[src/rtl/asram_pkg.sv]
package asram_pkg;

    typedef enum logic [2:0] {
        ST_IDLE,
        ST_TURN,
        ST_SETUP,
        ST_WRITE,
        ST_READ,
        ST_RECOVER
    } phase_e;

    typedef struct packed {
        phase_e phase;
        logic   is_wr;
        logic   last_rd;
        logic   ce_n;
        logic   we_n;
        logic   oe_n;
    } ctl_s;

    // Ceiling of a nanosecond figure over the clock period, with a lower bound.
    function automatic int ns_to_cycles(input int ns, input int period_ps, input int low);
        int c;
        c = (ns * 1000 + period_ps - 1) / period_ps;
        return (c < low) ? low : c;
    endfunction

    function automatic int imax(input int a, input int b);
        return (a > b) ? a : b;
    endfunction

endpackage

[src/rtl/asram_timer.sv]
module asram_timer #(
    parameter int W = 4
) (
    input  logic         clk,
    input  logic         rst_n,
    input  logic         load,
    input  logic [W-1:0] load_val,
    output logic [W-1:0] count,
    output logic         expiring
);

    logic [W-1:0] cnt_d, cnt_q;

    always_comb begin
        cnt_d = cnt_q;
        if (load) begin
            cnt_d = load_val;
        end else if (cnt_q != '0) begin
            cnt_d = cnt_q - 1'b1;
        end
    end

    always_ff @(posedge clk or negedge rst_n) begin
        if (!rst_n) begin
            cnt_q <= '0;
        end else begin
            cnt_q <= cnt_d;
        end
    end

    assign count    = cnt_q;
    assign expiring = (cnt_q <= W'(1));

    // Counter saturates at zero and never wraps (cycle-time window, R7)
    assert_no_wrap_R7: assert property (@(posedge clk) disable iff (!rst_n)
        (!load && cnt_q == '0) |=> (cnt_q == '0));

endmodule

[src/rtl/asram_datapath.sv]
module asram_datapath #(
    parameter int AW = 15,
    parameter int DW = 8,
    parameter int CW = 4,
    parameter int DS = 4
) (
    input  logic          clk,
    input  logic          rst_n,
    input  logic          accept,
    input  logic [AW-1:0] req_addr,
    input  logic [DW-1:0] req_wdata,
    input  logic          capture,
    input  logic          wr_phase,
    input  logic [CW-1:0] ph_cnt,
    input  logic [DW-1:0] mem_dq_in,
    output logic [AW-1:0] mem_addr,
    output logic [DW-1:0] mem_dq_out,
    output logic          mem_dq_oe,
    output logic          rsp_valid,
    output logic [DW-1:0] rsp_rdata
);

    logic [AW-1:0] addr_d, addr_q;
    logic [DW-1:0] wdat_d, wdat_q;
    logic [DW-1:0] rdat_d, rdat_q;
    logic          rvld_d, rvld_q;

    always_comb begin
        addr_d = addr_q;
        wdat_d = wdat_q;
        rdat_d = rdat_q;
        rvld_d = capture;
        if (accept) begin
            addr_d = req_addr;
            wdat_d = req_wdata;
        end
        if (capture) begin
            rdat_d = mem_dq_in;
        end
    end

    always_ff @(posedge clk or negedge rst_n) begin
        if (!rst_n) begin
            addr_q <= '0;
            wdat_q <= '0;
            rdat_q <= '0;
            rvld_q <= 1'b0;
        end else begin
            addr_q <= addr_d;
            wdat_q <= wdat_d;
            rdat_q <= rdat_d;
            rvld_q <= rvld_d;
        end
    end

    assign mem_addr   = addr_q;
    assign mem_dq_out = wdat_q;
    // Drive only in the tail of the write pulse that covers the data setup window
    assign mem_dq_oe  = wr_phase && (ph_cnt <= CW'(DS));
    assign rsp_valid  = rvld_q;
    assign rsp_rdata  = rdat_q;

    // Read response is a single-cycle pulse
    assert_rsp_pulse_R6: assert property (@(posedge clk) disable iff (!rst_n)
        rsp_valid |=> !rsp_valid);

endmodule

[src/rtl/asram_bridge.sv]
module asram_bridge
    import asram_pkg::*;
#(
    parameter int ADDR_W      = 15,
    parameter int DATA_W      = 8,
    parameter int CLK_PS      = 8000,
    parameter int T_CYCLE_NS  = 70,
    parameter int T_WPULSE_NS = 55,
    parameter int T_DSETUP_NS = 30,
    parameter int T_ACCESS_NS = 70,
    parameter int T_TURN_NS   = 25,
    parameter int T_ASETUP_NS = 0
) (
    input  logic              clk,
    input  logic              rst_n,
    input  logic              req_valid,
    output logic              req_ready,
    input  logic              req_write,
    input  logic [ADDR_W-1:0] req_addr,
    input  logic [DATA_W-1:0] req_wdata,
    output logic              rsp_valid,
    output logic [DATA_W-1:0] rsp_rdata,
    output logic [ADDR_W-1:0] mem_addr,
    output logic              mem_ce_n,
    output logic              mem_we_n,
    output logic              mem_oe_n,
    output logic [DATA_W-1:0] mem_dq_out,
    output logic              mem_dq_oe,
    input  logic [DATA_W-1:0] mem_dq_in
);

    localparam int DS_CYC   = ns_to_cycles(T_DSETUP_NS, CLK_PS, 1);
    localparam int WP_CYC   = imax(ns_to_cycles(T_WPULSE_NS, CLK_PS, 1), DS_CYC);
    localparam int RD_CYC   = ns_to_cycles(T_ACCESS_NS, CLK_PS, 1);
    localparam int CYC_CYC  = ns_to_cycles(T_CYCLE_NS, CLK_PS, 1);
    localparam int TURN_CYC = ns_to_cycles(T_TURN_NS, CLK_PS, 1);
    localparam int AS_CYC   = ns_to_cycles(T_ASETUP_NS, CLK_PS, 0);
    localparam int CNT_MAX  = imax(imax(WP_CYC, RD_CYC), imax(imax(CYC_CYC, TURN_CYC), AS_CYC));
    localparam int CW       = $clog2(CNT_MAX + 1);

    ctl_s          ctl_d, ctl_q;
    logic          ph_load, cyc_load, accept, capture;
    logic [CW-1:0] ph_val, ph_cnt, cyc_cnt;
    logic          ph_last, cyc_last;
    logic          go_op, go_wr;

    asram_timer #(.W(CW)) u_phase (
        .clk      (clk),
        .rst_n    (rst_n),
        .load     (ph_load),
        .load_val (ph_val),
        .count    (ph_cnt),
        .expiring (ph_last)
    );

    asram_timer #(.W(CW)) u_cycle (
        .clk      (clk),
        .rst_n    (rst_n),
        .load     (cyc_load),
        .load_val (CW'(CYC_CYC - 1)),
        .count    (cyc_cnt),
        .expiring (cyc_last)
    );

    always_comb begin
        ctl_d    = ctl_q;
        ph_load  = 1'b0;
        ph_val   = '0;
        cyc_load = 1'b0;
        accept   = 1'b0;
        capture  = 1'b0;
        go_op    = 1'b0;
        go_wr    = ctl_q.is_wr;
        case (ctl_q.phase)
            ST_IDLE: begin
                if (req_valid) begin
                    accept      = 1'b1;
                    ctl_d.is_wr = req_write;
                    go_wr       = req_write;
                    if (req_write && ctl_q.last_rd) begin
                        ctl_d.phase = ST_TURN;
                        ph_load     = 1'b1;
                        ph_val      = CW'(TURN_CYC);
                    end else if (AS_CYC > 0) begin
                        ctl_d.phase = ST_SETUP;
                        ph_load     = 1'b1;
                        ph_val      = CW'(AS_CYC);
                    end else begin
                        go_op = 1'b1;
                    end
                end
            end
            ST_TURN: begin
                if (ph_last) begin
                    if (AS_CYC > 0) begin
                        ctl_d.phase = ST_SETUP;
                        ph_load     = 1'b1;
                        ph_val      = CW'(AS_CYC);
                    end else begin
                        go_op = 1'b1;
                    end
                end
            end
            ST_SETUP: begin
                if (ph_last) begin
                    go_op = 1'b1;
                end
            end
            ST_WRITE: begin
                if (ph_last) begin
                    ctl_d.last_rd = 1'b0;
                    ctl_d.phase   = cyc_last ? ST_IDLE : ST_RECOVER;
                end
            end
            ST_READ: begin
                if (ph_last) begin
                    capture       = 1'b1;
                    ctl_d.last_rd = 1'b1;
                    ctl_d.phase   = cyc_last ? ST_IDLE : ST_RECOVER;
                end
            end
            ST_RECOVER: begin
                if (cyc_last) begin
                    ctl_d.phase = ST_IDLE;
                end
            end
            default: ctl_d.phase = ST_IDLE;
        endcase

        if (go_op) begin
            ctl_d.phase = go_wr ? ST_WRITE : ST_READ;
            ph_load     = 1'b1;
            ph_val      = go_wr ? CW'(WP_CYC) : CW'(RD_CYC);
            cyc_load    = 1'b1;
        end

        ctl_d.ce_n = !((ctl_d.phase == ST_WRITE) || (ctl_d.phase == ST_READ));
        ctl_d.we_n = !(ctl_d.phase == ST_WRITE);
        ctl_d.oe_n = !(ctl_d.phase == ST_READ);
    end

    always_ff @(posedge clk or negedge rst_n) begin
        if (!rst_n) begin
            ctl_q <= '{phase: ST_IDLE, is_wr: 1'b0, last_rd: 1'b0,
                       ce_n: 1'b1, we_n: 1'b1, oe_n: 1'b1};
        end else begin
            ctl_q <= ctl_d;
        end
    end

    assign req_ready = (ctl_q.phase == ST_IDLE);
    assign mem_ce_n  = ctl_q.ce_n;
    assign mem_we_n  = ctl_q.we_n;
    assign mem_oe_n  = ctl_q.oe_n;

    asram_datapath #(
        .AW (ADDR_W),
        .DW (DATA_W),
        .CW (CW),
        .DS (DS_CYC)
    ) u_path (
        .clk        (clk),
        .rst_n      (rst_n),
        .accept     (accept),
        .req_addr   (req_addr),
        .req_wdata  (req_wdata),
        .capture    (capture),
        .wr_phase   (ctl_q.phase == ST_WRITE),
        .ph_cnt     (ph_cnt),
        .mem_dq_in  (mem_dq_in),
        .mem_addr   (mem_addr),
        .mem_dq_out (mem_dq_out),
        .mem_dq_oe  (mem_dq_oe),
        .rsp_valid  (rsp_valid),
        .rsp_rdata  (rsp_rdata)
    );

    // Cycles with the read strobe high since it was last low, for the turnaround check
    logic [7:0] since_oe_d, since_oe_q;
    always_comb begin
        since_oe_d = since_oe_q;
        if (!mem_oe_n) begin
            since_oe_d = '0;
        end else if (since_oe_q != 8'hFF) begin
            since_oe_d = since_oe_q + 8'd1;
        end
    end
    always_ff @(posedge clk or negedge rst_n) begin
        if (!rst_n) begin
            since_oe_q <= 8'hFF;
        end else begin
            since_oe_q <= since_oe_d;
        end
    end

    assert_ready_drop_R2: assert property (@(posedge clk) disable iff (!rst_n)
        (req_valid && req_ready) |=> !req_ready);

    assert_addr_hold_R3: assert property (@(posedge clk) disable iff (!rst_n)
        (!mem_ce_n && $past(!mem_ce_n)) |-> $stable(mem_addr));

    assert_addr_move_R3: assert property (@(posedge clk) disable iff (!rst_n)
        (mem_addr != $past(mem_addr)) |-> ($past(mem_ce_n) && $past(mem_we_n)));

    assert_drive_window_R5: assert property (@(posedge clk) disable iff (!rst_n)
        mem_dq_oe |-> (!mem_ce_n && !mem_we_n && mem_oe_n));

    assert_turnaround_R8: assert property (@(posedge clk) disable iff (!rst_n)
        $rose(mem_dq_oe) |-> (int'(since_oe_q) >= imax(TURN_CYC + 1, 1) || since_oe_q == 8'hFF));

    assert_idle_standby_R10: assert property (@(posedge clk) disable iff (!rst_n)
        req_ready |-> mem_ce_n);

    assert_strobe_excl_R11: assert property (@(posedge clk) disable iff (!rst_n)
        !(!mem_oe_n && !mem_we_n));

endmodule

[config.mk]
export PLATFORM = sky130hd
export DESIGN_NAME = asram_bridge
export DESIGN_NICKNAME = d
export VERILOG_FILES = /design/src/rtl/asram_pkg.sv /design/src/rtl/asram_timer.sv /design/src/rtl/asram_datapath.sv /design/src/rtl/asram_bridge.sv
export SDC_FILE = /design/constraint.sdc
export NUM_CORES = 1
export LEC_CHECK = 0
export BUFFER_PORTS_ARGS = -buffer_cell sky130_fd_sc_hd__buf_2
export CAP_MARGIN = 25
export CELL_PAD_IN_SITES_DETAIL_PLACEMENT = 1
export CELL_PAD_IN_SITES_GLOBAL_PLACEMENT = 1
export CORE_UTILIZATION = 40
export DETAILED_ROUTE_END_ITERATION = 7
export PLACE_DENSITY_LB_ADDON = 0.15
export SLEW_MARGIN = 20
export SYNTH_ARGS = -nofsm -noshare
export SYNTH_HDL_FRONTEND = slang
export SYNTH_SLANG_ARGS = --single-unit
[constraint.sdc]
create_clock -name clk -period 4.86 [get_ports clk]
set_input_delay 0.972 -clock clk [delete_from_list [all_inputs] [get_ports clk]]
set_output_delay 0.972 -clock clk [all_outputs]
set_load 0.02 [all_outputs]
# [Word-level counts from Yosys, hierarchy flattened]
# Cells that the tools add are included.
[word_totals] output_inout_bits=37 input_bits=35 reg_bits=48 wordCells=76
[classes] n_mux=34 n_addsub=2 eq_ne=9 magnitude_cmp=3 n_reduce_logical=16
[op_table] operator="two-way mux 4 bit" count=7
[op_table] operator="two-way mux 3 bit" count=9
[op_table] operator="two-way mux 1 bit" count=15
[op_table] operator="one-hot mux 3 bit (4 select lines)" count=1
[op_table] operator="== test 3 x 2 -> 1 bit (second input constant)" count=3
[op_table] operator="== test 3 bit (second input constant)" count=3
[op_table] operator="less-or-equal comparator 4 x 1 -> 1 bit (second input constant)" count=2
[op_table] operator="nonzero test 4 bit" count=2
[op_table] operator="subtractor 4 x 1 -> 4 bit (second input constant)" count=2
[op_table] operator="nonzero test 2 bit" count=3
[op_table] operator="less-or-equal comparator 4 x 3 -> 1 bit (second input constant)" count=1
[op_table] operator="inequality test 2 bit (second input constant)" count=2
[op_table] operator="one-hot mux 1 bit (2 select lines)" count=2
[op_table] operator="OR reduction 2 bit" count=2
[op_table] operator="== test 3 x 1 -> 1 bit (second input constant)" count=1
[op_table] operator="zero test 1 bit" count=3
[op_table] operator="zero test 3 bit" count=1
[op_table] operator="AND reduction 3 bit" count=1
[op_table] operator="logical AND 1 bit" count=2
[op_table] operator="AND reduction 2 bit" count=1
[op_table] operator="logical OR 1 bit" count=1

# [Logic depth before layout (Yosys ltp)]
# Gate-level depths: netlist of run 1.
[depth] word_depth=8 depth_mapped=7 mapped_depth_nobuf=7

# [Modules after synthesis]
# A second synthesis of run 1 with hierarchy kept.
[unflattened] hier_cells=176 hier_area_um2=2258.4
[by_module_without_submodules] module="asram_datapath" area_per_inst_um2=1191.1 seq_area_each_um2=800.8 cells_per_inst=68 n_inst=1
[by_module_without_submodules] module="asram_bridge" area_per_inst_um2=559.3 seq_area_each_um2=203.9 cells_per_inst=58 n_inst=1
[by_module_without_submodules] module="asram_timer" area_per_inst_um2=254.0 seq_area_each_um2=100.1 cells_per_inst=25 n_inst=2

# [Worst setup path before layout of run 1]
# OpenSTA, ideal clock, no wires.
[synth_timing] path_kind="flip-flop to output port" startpoint="register ctl_q[7] in the netlist's numbering" endpoint="output mem_dq_oe" path_buffers=1 path_slack_ns=2.586 t_arrival_ns=1.302 required_ns=3.888 stages_incl_launch_ff=4 path_cell_list="dfrtp_1 clkbuf_1 nand3b_1 nor3_1"
[synth_via] elab_chain_cells=2
[synth_rtl] item="start, declared" line_no="asram_bridge.sv:41" source="ctl_s ctl_d, ctl_q;"
[synth_rtl] item="start signal, assigned" line_no="asram_bridge.sv:144" source="ctl_q <= '{phase: ST_IDLE, is_wr: 1'b0, last_rd: 1'b0,"
[synth_rtl] item="start signal, assigned" line_no="asram_bridge.sv:147" source="ctl_q <= ctl_d;"
[synth_rtl] item="== test 3 x 2 -> 1 bit" line_no="asram_bridge.sv:168" source=".wr_phase (ctl_q.phase == ST_WRITE),"
[synth_rtl] item="logical AND 1 bit" line_no="asram_datapath.sv:59" source="assign mem_dq_oe = wr_phase && (ph_cnt <= CW'(DS));"
[synth_rtl] item="end, declared" line_no="asram_bridge.sv:28" source="output logic mem_dq_oe,"
# No other way between the ends.

# [Worst setup path after layout of run 1]
[layout_timing] startpoint="input req_valid" endpoint="register u_phase.cnt_q[1] (netlist: u_phase.count[1])"
[layout_via] elab_chain_cells=5 elab_cells_between_ends=13 classes_between="mux: 12; reduce/logical: 1"
[layout_rtl] item="start, declared" line_no="asram_bridge.sv:16" source="input logic req_valid,"
[layout_rtl] item="two-way mux 1 bit" line_no="asram_bridge.sv:76" source="if (req_valid) begin"
[layout_rtl] item="two-way mux 1 bit" line_no="asram_bridge.sv:74" source="case (ctl_q.phase)"
[layout_rtl] item="two-way mux 4 bit" line_no="asram_bridge.sv:133" source="ph_val = go_wr ? CW'(WP_CYC) : CW'(RD_CYC);"
[layout_rtl] item="two-way mux 4 bit" line_no="asram_bridge.sv:130" source="if (go_op) begin"
[layout_rtl] item="two-way mux 4 bit" line_no="asram_timer.sv:16" source="if (load) begin"
[layout_rtl] item="end signal, assigned" line_no="asram_timer.sv:27" source="cnt_q <= cnt_d;"
[layout_rtl] item="end, declared" line_no="asram_timer.sv:12" source="logic [W-1:0] cnt_d, cnt_q;"
# Several ways; a longest one is shown, not always the timed one.
# A chain may end at the register's enable or synchronous reset.

==> impl_results.md, run 1 <==
- Comb pwr share: 0.472
- Avg Cell Area, Syn: 12.9 um2
- Largest net degree at the start of global routing: 49
- PwrDens: 752 nW/um2
- Cell area after synthesis: 2090 um2
- Count of final max-slew check failures: 0
- Max clock buf depth: 2
- Reg2reg end: u_phase.count[1]$_DFFE_PN0P_
- Synth Warn #: 0
- Hold EP: u_path.mem_addr[5]$_DFFE_PN0P_
- Starting Density: 0.428
- Cell area after layout: 2640 um2
- Initial DRT Pass Iterations: 4
- Synth Area in Simple Gates: 0.0892
- Full die area: 5520 um2
- Share of cells above drive strength 1: 0.506
- Worst Reg-to-Reg Cells: 5
- Antenna violation net count after detailed routing: 0
- Vias in the first global route: 1,593
- Final setup vio count: 0
- Hold Startpoint: u_path.mem_addr[5]$_DFFE_PN0P_
- Max H-tree Level: 2
- Max_cap viols: 0
- Number of remaining DRC errors: 0
- Synth Area in Compound Gates: 0.0868
- Slew @ Worst Pin: 0.826 ns
- Sw frac: 0.406
- Critical path fanouts, max: 14
- Status: complete, no violations
- Arrival time at the worst endpoint: 2.75 ns
- Remaining Overflow, GRT: 0
- DIE WIDTH: 74.3 um
- Core area: 4880 um2
- Antenna cell count: 0
- Total CTS buffers: 5
- Die H: 74.3 um
- Mux cell area share after synthesis: 0.183
- Int Pwr: 1180 uW
- Adder-cell share of the synthesized area: 0.0299
- Clock skew: 0.00849 ns
- Class of the worst hold path: flop to flop
- Final period util: 0.529
- Syn-to-layout area delta: 26.2%
- Synth Register Bits: 48
- Synth Net Count: 202
- Hold_buf cts: 0
- Gates resized, CTS repair: 0
- Dpl hpwl: 3660 um
- Post-synthesis sequential area ratio: 0.577
- Initial antenna violation count: 0
- Multi-input gate area: 838 um2
- Fill count: 552
- Final worst slack: 2.29 ns
- Clk_lat worst skew: 0.30 ns
- Routed WL: 4660 um
- DR WL/cell: 15.3 um
- CP startpoint kind: input pin
- GP Congestion: 0.751
- Sequential Area: 1200 um2
- Count of buffers from port buffering: 71
- RSZ-0062 raised after global routing: false
- Row count: 25
- Largest family of logic cells by synthesized area: multiplexers
- Slew headroom: 0.447
- Clk network pwr share: 0.152
- Setup crit end kind: flop
- P_sw: 804 uW
- Post-DP Area: 2510 um2
- Setup Fix Bufs, Post-CTS: 0
- Worst slack, placed: 1.94 ns
- CTS tree: done
- XOR/XNOR Fraction of Synth Area: 0.0126
- Worst EP required: 5.04 ns
- Clock Pin Slew Worst Setup and Hold Paths: 0.09 ns
- Fin crit period: 2.57 ns
- Wire length of the first global-routing pass: 7440 um
- DRT iter0 DRCs: 47
- Reg2reg start: ctl_q[5]$_DFF_PN0_
- Seq pwr share: 0.377
- Setup TNS: 0 ns
- VDD IR max: 0.298 mV
- Post-synthesis cell count: 162
- Layout Nets: 276
- Count of cell types in the netlist: 35
- Clock sink count: 48
- Max Freq: 0.389 GHz
- Gr usage total: 0.180
- Reg2Reg Setup Slack: 2.40 ns
- CTS root buf: clkbuf_8
- Boundary Pins: 72
- Kind of critical path: input pin to flop
- Vias per Instance: 5.08
- Fin. Hold Viols: 0
- Vias: 1,543
- Leak: 0.00126 uW
- Hold Crit Depth: 1
==> sequential cells by signal, indices dropped and copies added, names as in the netlist <==
register,count
u_path.mem_addr,15
u_path.mem_dq_out,8
u_path.rsp_rdata,8
ctl_q,5
u_cycle.count,4
u_phase.count,4
mem_ce_n,1
mem_oe_n,1
mem_we_n,1
u_path.rsp_valid,1
==> kinds of logic (layout without fill, tap and decap cells) <==
logic type / count (synthesis) / count (layout)
AO/OA/AOI/OAI: 27 / 27
adder cells (fa/ha/maj): 5 / 5
multiplexers: 34 / 34
buffers and inverters: 11 / 86
XOR/XNOR: 3 / 3
flip-flops: 48 / 48
AND/OR/NAND/NOR: 34 / 34
==> Yosys cell counts <==
cell type	count	area share
ha_1	5	0.030
or3_1	3	0.0090
or2_1	1	0.0030
o21ai_0	7	0.017
nor2_1	6	0.011
a211oi_1	1	0.0036
o311ai_0	1	0.0042
nor2b_1	1	0.0030
o211ai_1	1	0.0036
a21oi_1	3	0.0072
buf_2	4	0.0096
nand3b_1	2	0.0072
nand3_1	1	0.0024
or2_2	2	0.0060
o21ai_1	2	0.0048
mux2i_1	1	0.0048
inv_1	6	0.011
a221o_1	1	0.0048
nand2_1	10	0.018
a221oi_2	1	0.0072
and3_1	1	0.0030
a211o_1	1	0.0042
dfrtp_1	45	0.54
clkbuf_1	1	0.0018
o31ai_1	2	0.0072
dfstp_2	3	0.038
nand2b_1	1	0.0030
mux2_2	33	0.18
nor4b_4	1	0.011
a31oi_1	3	0.0090
nor3_1	4	0.0096
xnor2_1	3	0.013
a21boi_1	1	0.0036
o21a_1	3	0.011
and2_1	1	0.0030
==> routing by layer <==
metal	vias up	routed length [um]	global-route usage
met4	0	30	0.0377
met1	764	1930	0.216
li1	720	-	-
met2	55	2460	0.329
met3	4	241	0.0447
met5	-	0	0
==> layout make-up <==
cell class / count / share of cell area
tap: 67 / 0.0318
sequential: 48 / 0.457
multi-input combinational: 103 / 0.318
clock buffer: 6 / 0.0313
clock inverter: 2 / 0.0147
inverter: 6 / 0.00854
timing repair buffer: 72 / 0.139
==> metrics by stage <==
| stage | hold WS, ns | utilization | total power [uW] | cells |
|---|---|---|---|---|
| final | 0.506 | 0.540 | 1980 | 304 |
| after floorplan | 0.481 | - | 1400 | 162 |
| after global routing | 0.527 | 0.540 | 2120 | 304 |
| after CTS | 0.511 | 0.540 | 2000 | 304 |
| after detailed placement | 0.491 | 0.515 | 1700 | 296 |
| after global placement | 0.484 | 0.515 | 1650 | 296 |
==> power groups by stage <==
stage / clock (uW) / combinational [uW] / sequential [uW]
global route: 320 / 1030 / 773
global placement: 0 / 912 / 739
floorplan: 0 / 509 / 887
finish: 301 / 936 / 747
CTS: 305 / 948 / 748
detailed placement: 0 / 945 / 755
==> worst max-delay path by stage <==
| stage | start | to | slack (ns) | cells after the start |
|---|---|---|---|---|
| floorplan | ctl_q[7]$_DFF_PN0_ | mem_dq_oe | 2.59 | 3 |
| global route | req_valid | mem_we_n$_DFF_PN1_ | 2.04 | 6 |
| detailed placement | req_valid | u_phase.count[1]$_DFFE_PN0P_ | 1.94 | 6 |
| CTS | req_valid | u_phase.count[1]$_DFFE_PN0P_ | 2.26 | 6 |
| global placement | req_valid | u_phase.count[1]$_DFFE_PN0P_ | 2.00 | 6 |
| finish | req_valid | u_phase.count[1]$_DFFE_PN0P_ | 2.29 | 6 |
==> layout by cell type (no fill, tap or decap), types with 4 or more instances in the layout <==
cell       n
mux2_2    33
nand2_1   10
nor3_1     4
dfrtp_1   45
clkbuf_8   6
nor2_1     6
o21ai_0    7
inv_1      6
buf_2     70
ha_1       5
==> worst max-delay path, stage by stage <==
cell and delay (ns):
buf_2 0.08, nor4b_4 0.67, nand2_1 0.20, a221oi_2 0.52, or2_2 0.23, o21ai_0 0.08
Note: power is estimated with default switching activity, not from simulation.
==> run 2: changes to the inputs <==
--- a/config.mk
+++ b/config.mk
@@ -5,11 +5,12 @@
 export SDC_FILE = /design/constraint.sdc
 export NUM_CORES = 1
 export LEC_CHECK = 0
+export ABC_AREA = 1
 export BUFFER_PORTS_ARGS = -buffer_cell sky130_fd_sc_hd__buf_2
 export CAP_MARGIN = 25
 export CELL_PAD_IN_SITES_DETAIL_PLACEMENT = 1
 export CELL_PAD_IN_SITES_GLOBAL_PLACEMENT = 1
-export CORE_UTILIZATION = 40
+export CORE_UTILIZATION = 36
 export DETAILED_ROUTE_END_ITERATION = 7
 export PLACE_DENSITY_LB_ADDON = 0.15
 export SLEW_MARGIN = 20
==> constraint.sdc (replaced) <==
create_clock -name clk -period 2.5 [get_ports clk]
set_input_delay 0.5 -clock clk [delete_from_list [all_inputs] [get_ports clk]]
set_output_delay 0.5 -clock clk [all_outputs]
set_load 0.02 [all_outputs]
==> impl_results.md, run 2 <==
- Status: complete, no violations
- Gates resized, CTS repair: 0 (unchanged)
- Post-DP Area: 2610 um2 (+3.9%)
- Vias per Instance: 4.56 (-10%)
- Post-synthesis cell count: 261 (+61%)
- Crit-path max cell delay: 0.41 ns (-0.26 ns)
- DR WL/cell: 12.6 um (-18%)
- Syn-to-layout area delta: 25.0%
- Arrival time at the worst endpoint: 1.45 ns (-1.30 ns)
- Synth top cells by count: nand2_1 (124), dfrtp_1 (45), inv_1 (21)
- Class of the worst hold path: input pin to async pin
- Synth Warn #: 0 (unchanged)
- Die H: 79.5 um (+7.1%)
- Starting Density: 0.384 (-0.0445)
- Max H-tree Level: 2 (unchanged)
- Cell area after synthesis: 2160 um2 (+3.6%)
- Kind of critical path: flop to output port
- Setup TNS: 0 ns (unchanged)
- CP cell instances: inv_1 > ha_1 > inv_1 > a211oi_1 > buf_2
- CP max-delay cell: dfrtp_1
- Total CTS buffers: 5 (unchanged)
- Commonest cells after routing, fill and taps aside: nand2_1 (124), buf_2 (71), dfrtp_1 (45)
- Cell area after layout: 2710 um2 (+2.6%)
- Final period util: 0.778
- Slew @ Worst Pin: 0.455 ns (-0.371 ns)
- Slew headroom: 0.696 (+0.249)
- Hold_buf cts: 0 (unchanged)
- RSZ-0062 raised after global routing: false
- Share of cells above drive strength 1: 0.302 (-0.205)
- PwrDens: 1360 nW/um2 (+81%)
- CTS tree: done
- Synth Register Bits: 48 (unchanged)
- Count of final max-slew check failures: 0 (unchanged)
- Fin crit period: 1.95 ns
- Routed WL: 5170 um (+11%)
- Final Total Pwr: 3680 uW (+86%)
- Vias: 1,869 (+21%)
- CTS root buf: clkbuf_8
- Initial antenna violation count: 0 (unchanged)
- GP Congestion: 0.761 (+1.3%)
- Critical path buffers and inverters: 3 (+2)
- Setup Fix Bufs, Post-CTS: 0 (unchanged)
- Delay-heaviest family, CP: flip-flops
- Clock sink count: 48 (unchanged)
- Count of cell types in the netlist: 24 (-31%)
- Worst EP required: 2.00 ns (-3.04 ns)
- Max_cap viols: 0 (unchanged)
- Vias in the first global route: 1,882 (+18%)
- Fin. Hold Viols: 0 (unchanged)
- Commonest non-fill, non-tap cell in the layout: nand2_1
- Number of remaining DRC errors: 0 (unchanged)
- Row count: 27 (+8.0%)
- Core area: 5640 um2 (+16%)
- Final setup vio count: 0 (unchanged)
- Antenna cell count: 0 (unchanged)
- CP startpoint kind: flop
- Dpl hpwl: 4020 um (+10%)
- Setup crit end kind: output port
- Most frequent cell on the critical path: inv_1
- Layout Nets: 377 (+37%)
- Synth Net Count: 301 (+49%)
- Largest register FFs: 15 (unchanged)
- Synth area leader: dfrtp_1
- DIE WIDTH: 79.5 um (+7.1%)
- Largest net degree at the start of global routing: 27 (-45%)
- Post-layout util: 0.479 (-0.0608)
- Full die area: 6330 um2 (+15%)
- DRT iter0 DRCs: 63 (+34%)
- VDD IR max: 0.469 mV (+57%)
- Clock skew: 0.00653 ns (-0.00196 ns)
- Post-synthesis sequential area ratio: 0.557 (-0.0200)
- Leak: 0.00156 uW (+24%)
- Remaining Overflow, GRT: 0 (unchanged)
- Synth area leaders: dfrtp_1 (52%), nand2_1 (22%), dfstp_2 (3.6%)
- Fin cells: 410 (+35%)
- Count leader, synth: nand2_1
- Boundary Pins: 72 (unchanged)
- Clock Pin Slew Worst Setup and Hold Paths: 0.09 ns (about the same)
- Clk_lat worst skew: 0.30 ns (about the same)
- Inst Count DP: 402 (+36%)
- Max Freq: 0.514 GHz
- Max clock buf depth: 2 (unchanged)
- Fraction of registers with async set/reset: 1.00 (unchanged)
- Post-synth top area share: 0.520 (-0.0187)
- Count of buffers from port buffering: 71 (unchanged)
- Fill count: 754 (+37%)
- Wire length of the first global-routing pass: 8740 um (+17%)
- Avg Cell Area, Syn: 8.29 um2 (-36%)
- Critical path fanouts, max: 4 (-10)
- Antenna violation net count after detailed routing: 0 (unchanged)
- Gr usage total: 0.181 (+0.000577)
- Ys flop type: dfrtp_1
- Initial DRT Pass Iterations: 4 (unchanged)
- Number of synthesized flops with an enable pin: 0 (unchanged)
## run 2: cell count changes after synthesis, sizes merged, moves of 4 or more
| cell | change |
|---|---|
| o21ai | -5 |
| nor2 | +11 |
| nand2 | +124 |
| nand3 | +12 |
| nor3 | -4 |
| mux2 | -33 |
| inv | +19 |
## run 2: per-stage QoR
stage,hold WS (ns),setup slack (ns)
floorplan,0.204,0.764
global placement,0.420,0.592
detailed placement,0.424,0.520
CTS,0.0872,0.525
global route,0.0887,0.348
finish,0.0941,0.554
## run 2: cell type report
cell class                 instances  area [um2]  share of cell area
sequential                        48        1200               0.445
multi-input combinational        184         851               0.315
timing repair buffer              73         370               0.137
inverter                          25        93.8              0.0347
tap                               72        90.1              0.0333
clock buffer                       7        86.3              0.0319
clock inverter                     1        8.76             0.00324
## run 2: kinds of logic after synthesis
kind of cell    count (synthesis)  share of synthesized area
simple gates                  166                      0.325
flops                          48                      0.557
fa+ha+maj                       5                     0.0289
buf+inv                        29                     0.0503
compound gates                  9                     0.0231
xor+xnor                        4                     0.0162
## run 2: worst paths after layout
check | end | slack, ns | cells after the start | start
worst min register to register | u_path.rsp_rdata[0]$_DFFE_PN0P_ | 0.47 | 2 | u_path.rsp_rdata[0]$_DFFE_PN0P_
worst max-delay path | mem_dq_oe | 0.55 | 5 | u_phase.count[0]$_DFFE_PN0P_
max in group asynchronous | mem_oe_n$_DFF_PN1_ | 1.80 | 2 | rst_n
worst max register to register | mem_ce_n$_DFF_PN1_ | 0.58 | 11 | ctl_q[5]$_DFF_PN0_
worst min-delay path | u_path.mem_addr[4]$_DFFE_PN0P_ | 0.09 | 1 | rst_n
min in group clk | u_path.mem_dq_out[6]$_DFFE_PN0P_ | 0.39 | 3 | req_wdata[6]
## run 2: routing by layer
metal  part of all wire  track usage  up-vias
met2               0.49        0.301       40
li1                   -            -      938
met5                  0            0        -
met3              0.040       0.0400        7
met1               0.45        0.232      884
met4              0.013       0.0600        0
## run 2: power by group
group	internal, uW	switching [uW]
clock network	227	260
registers	1160	234
logic	595	1210
total	1980	1700
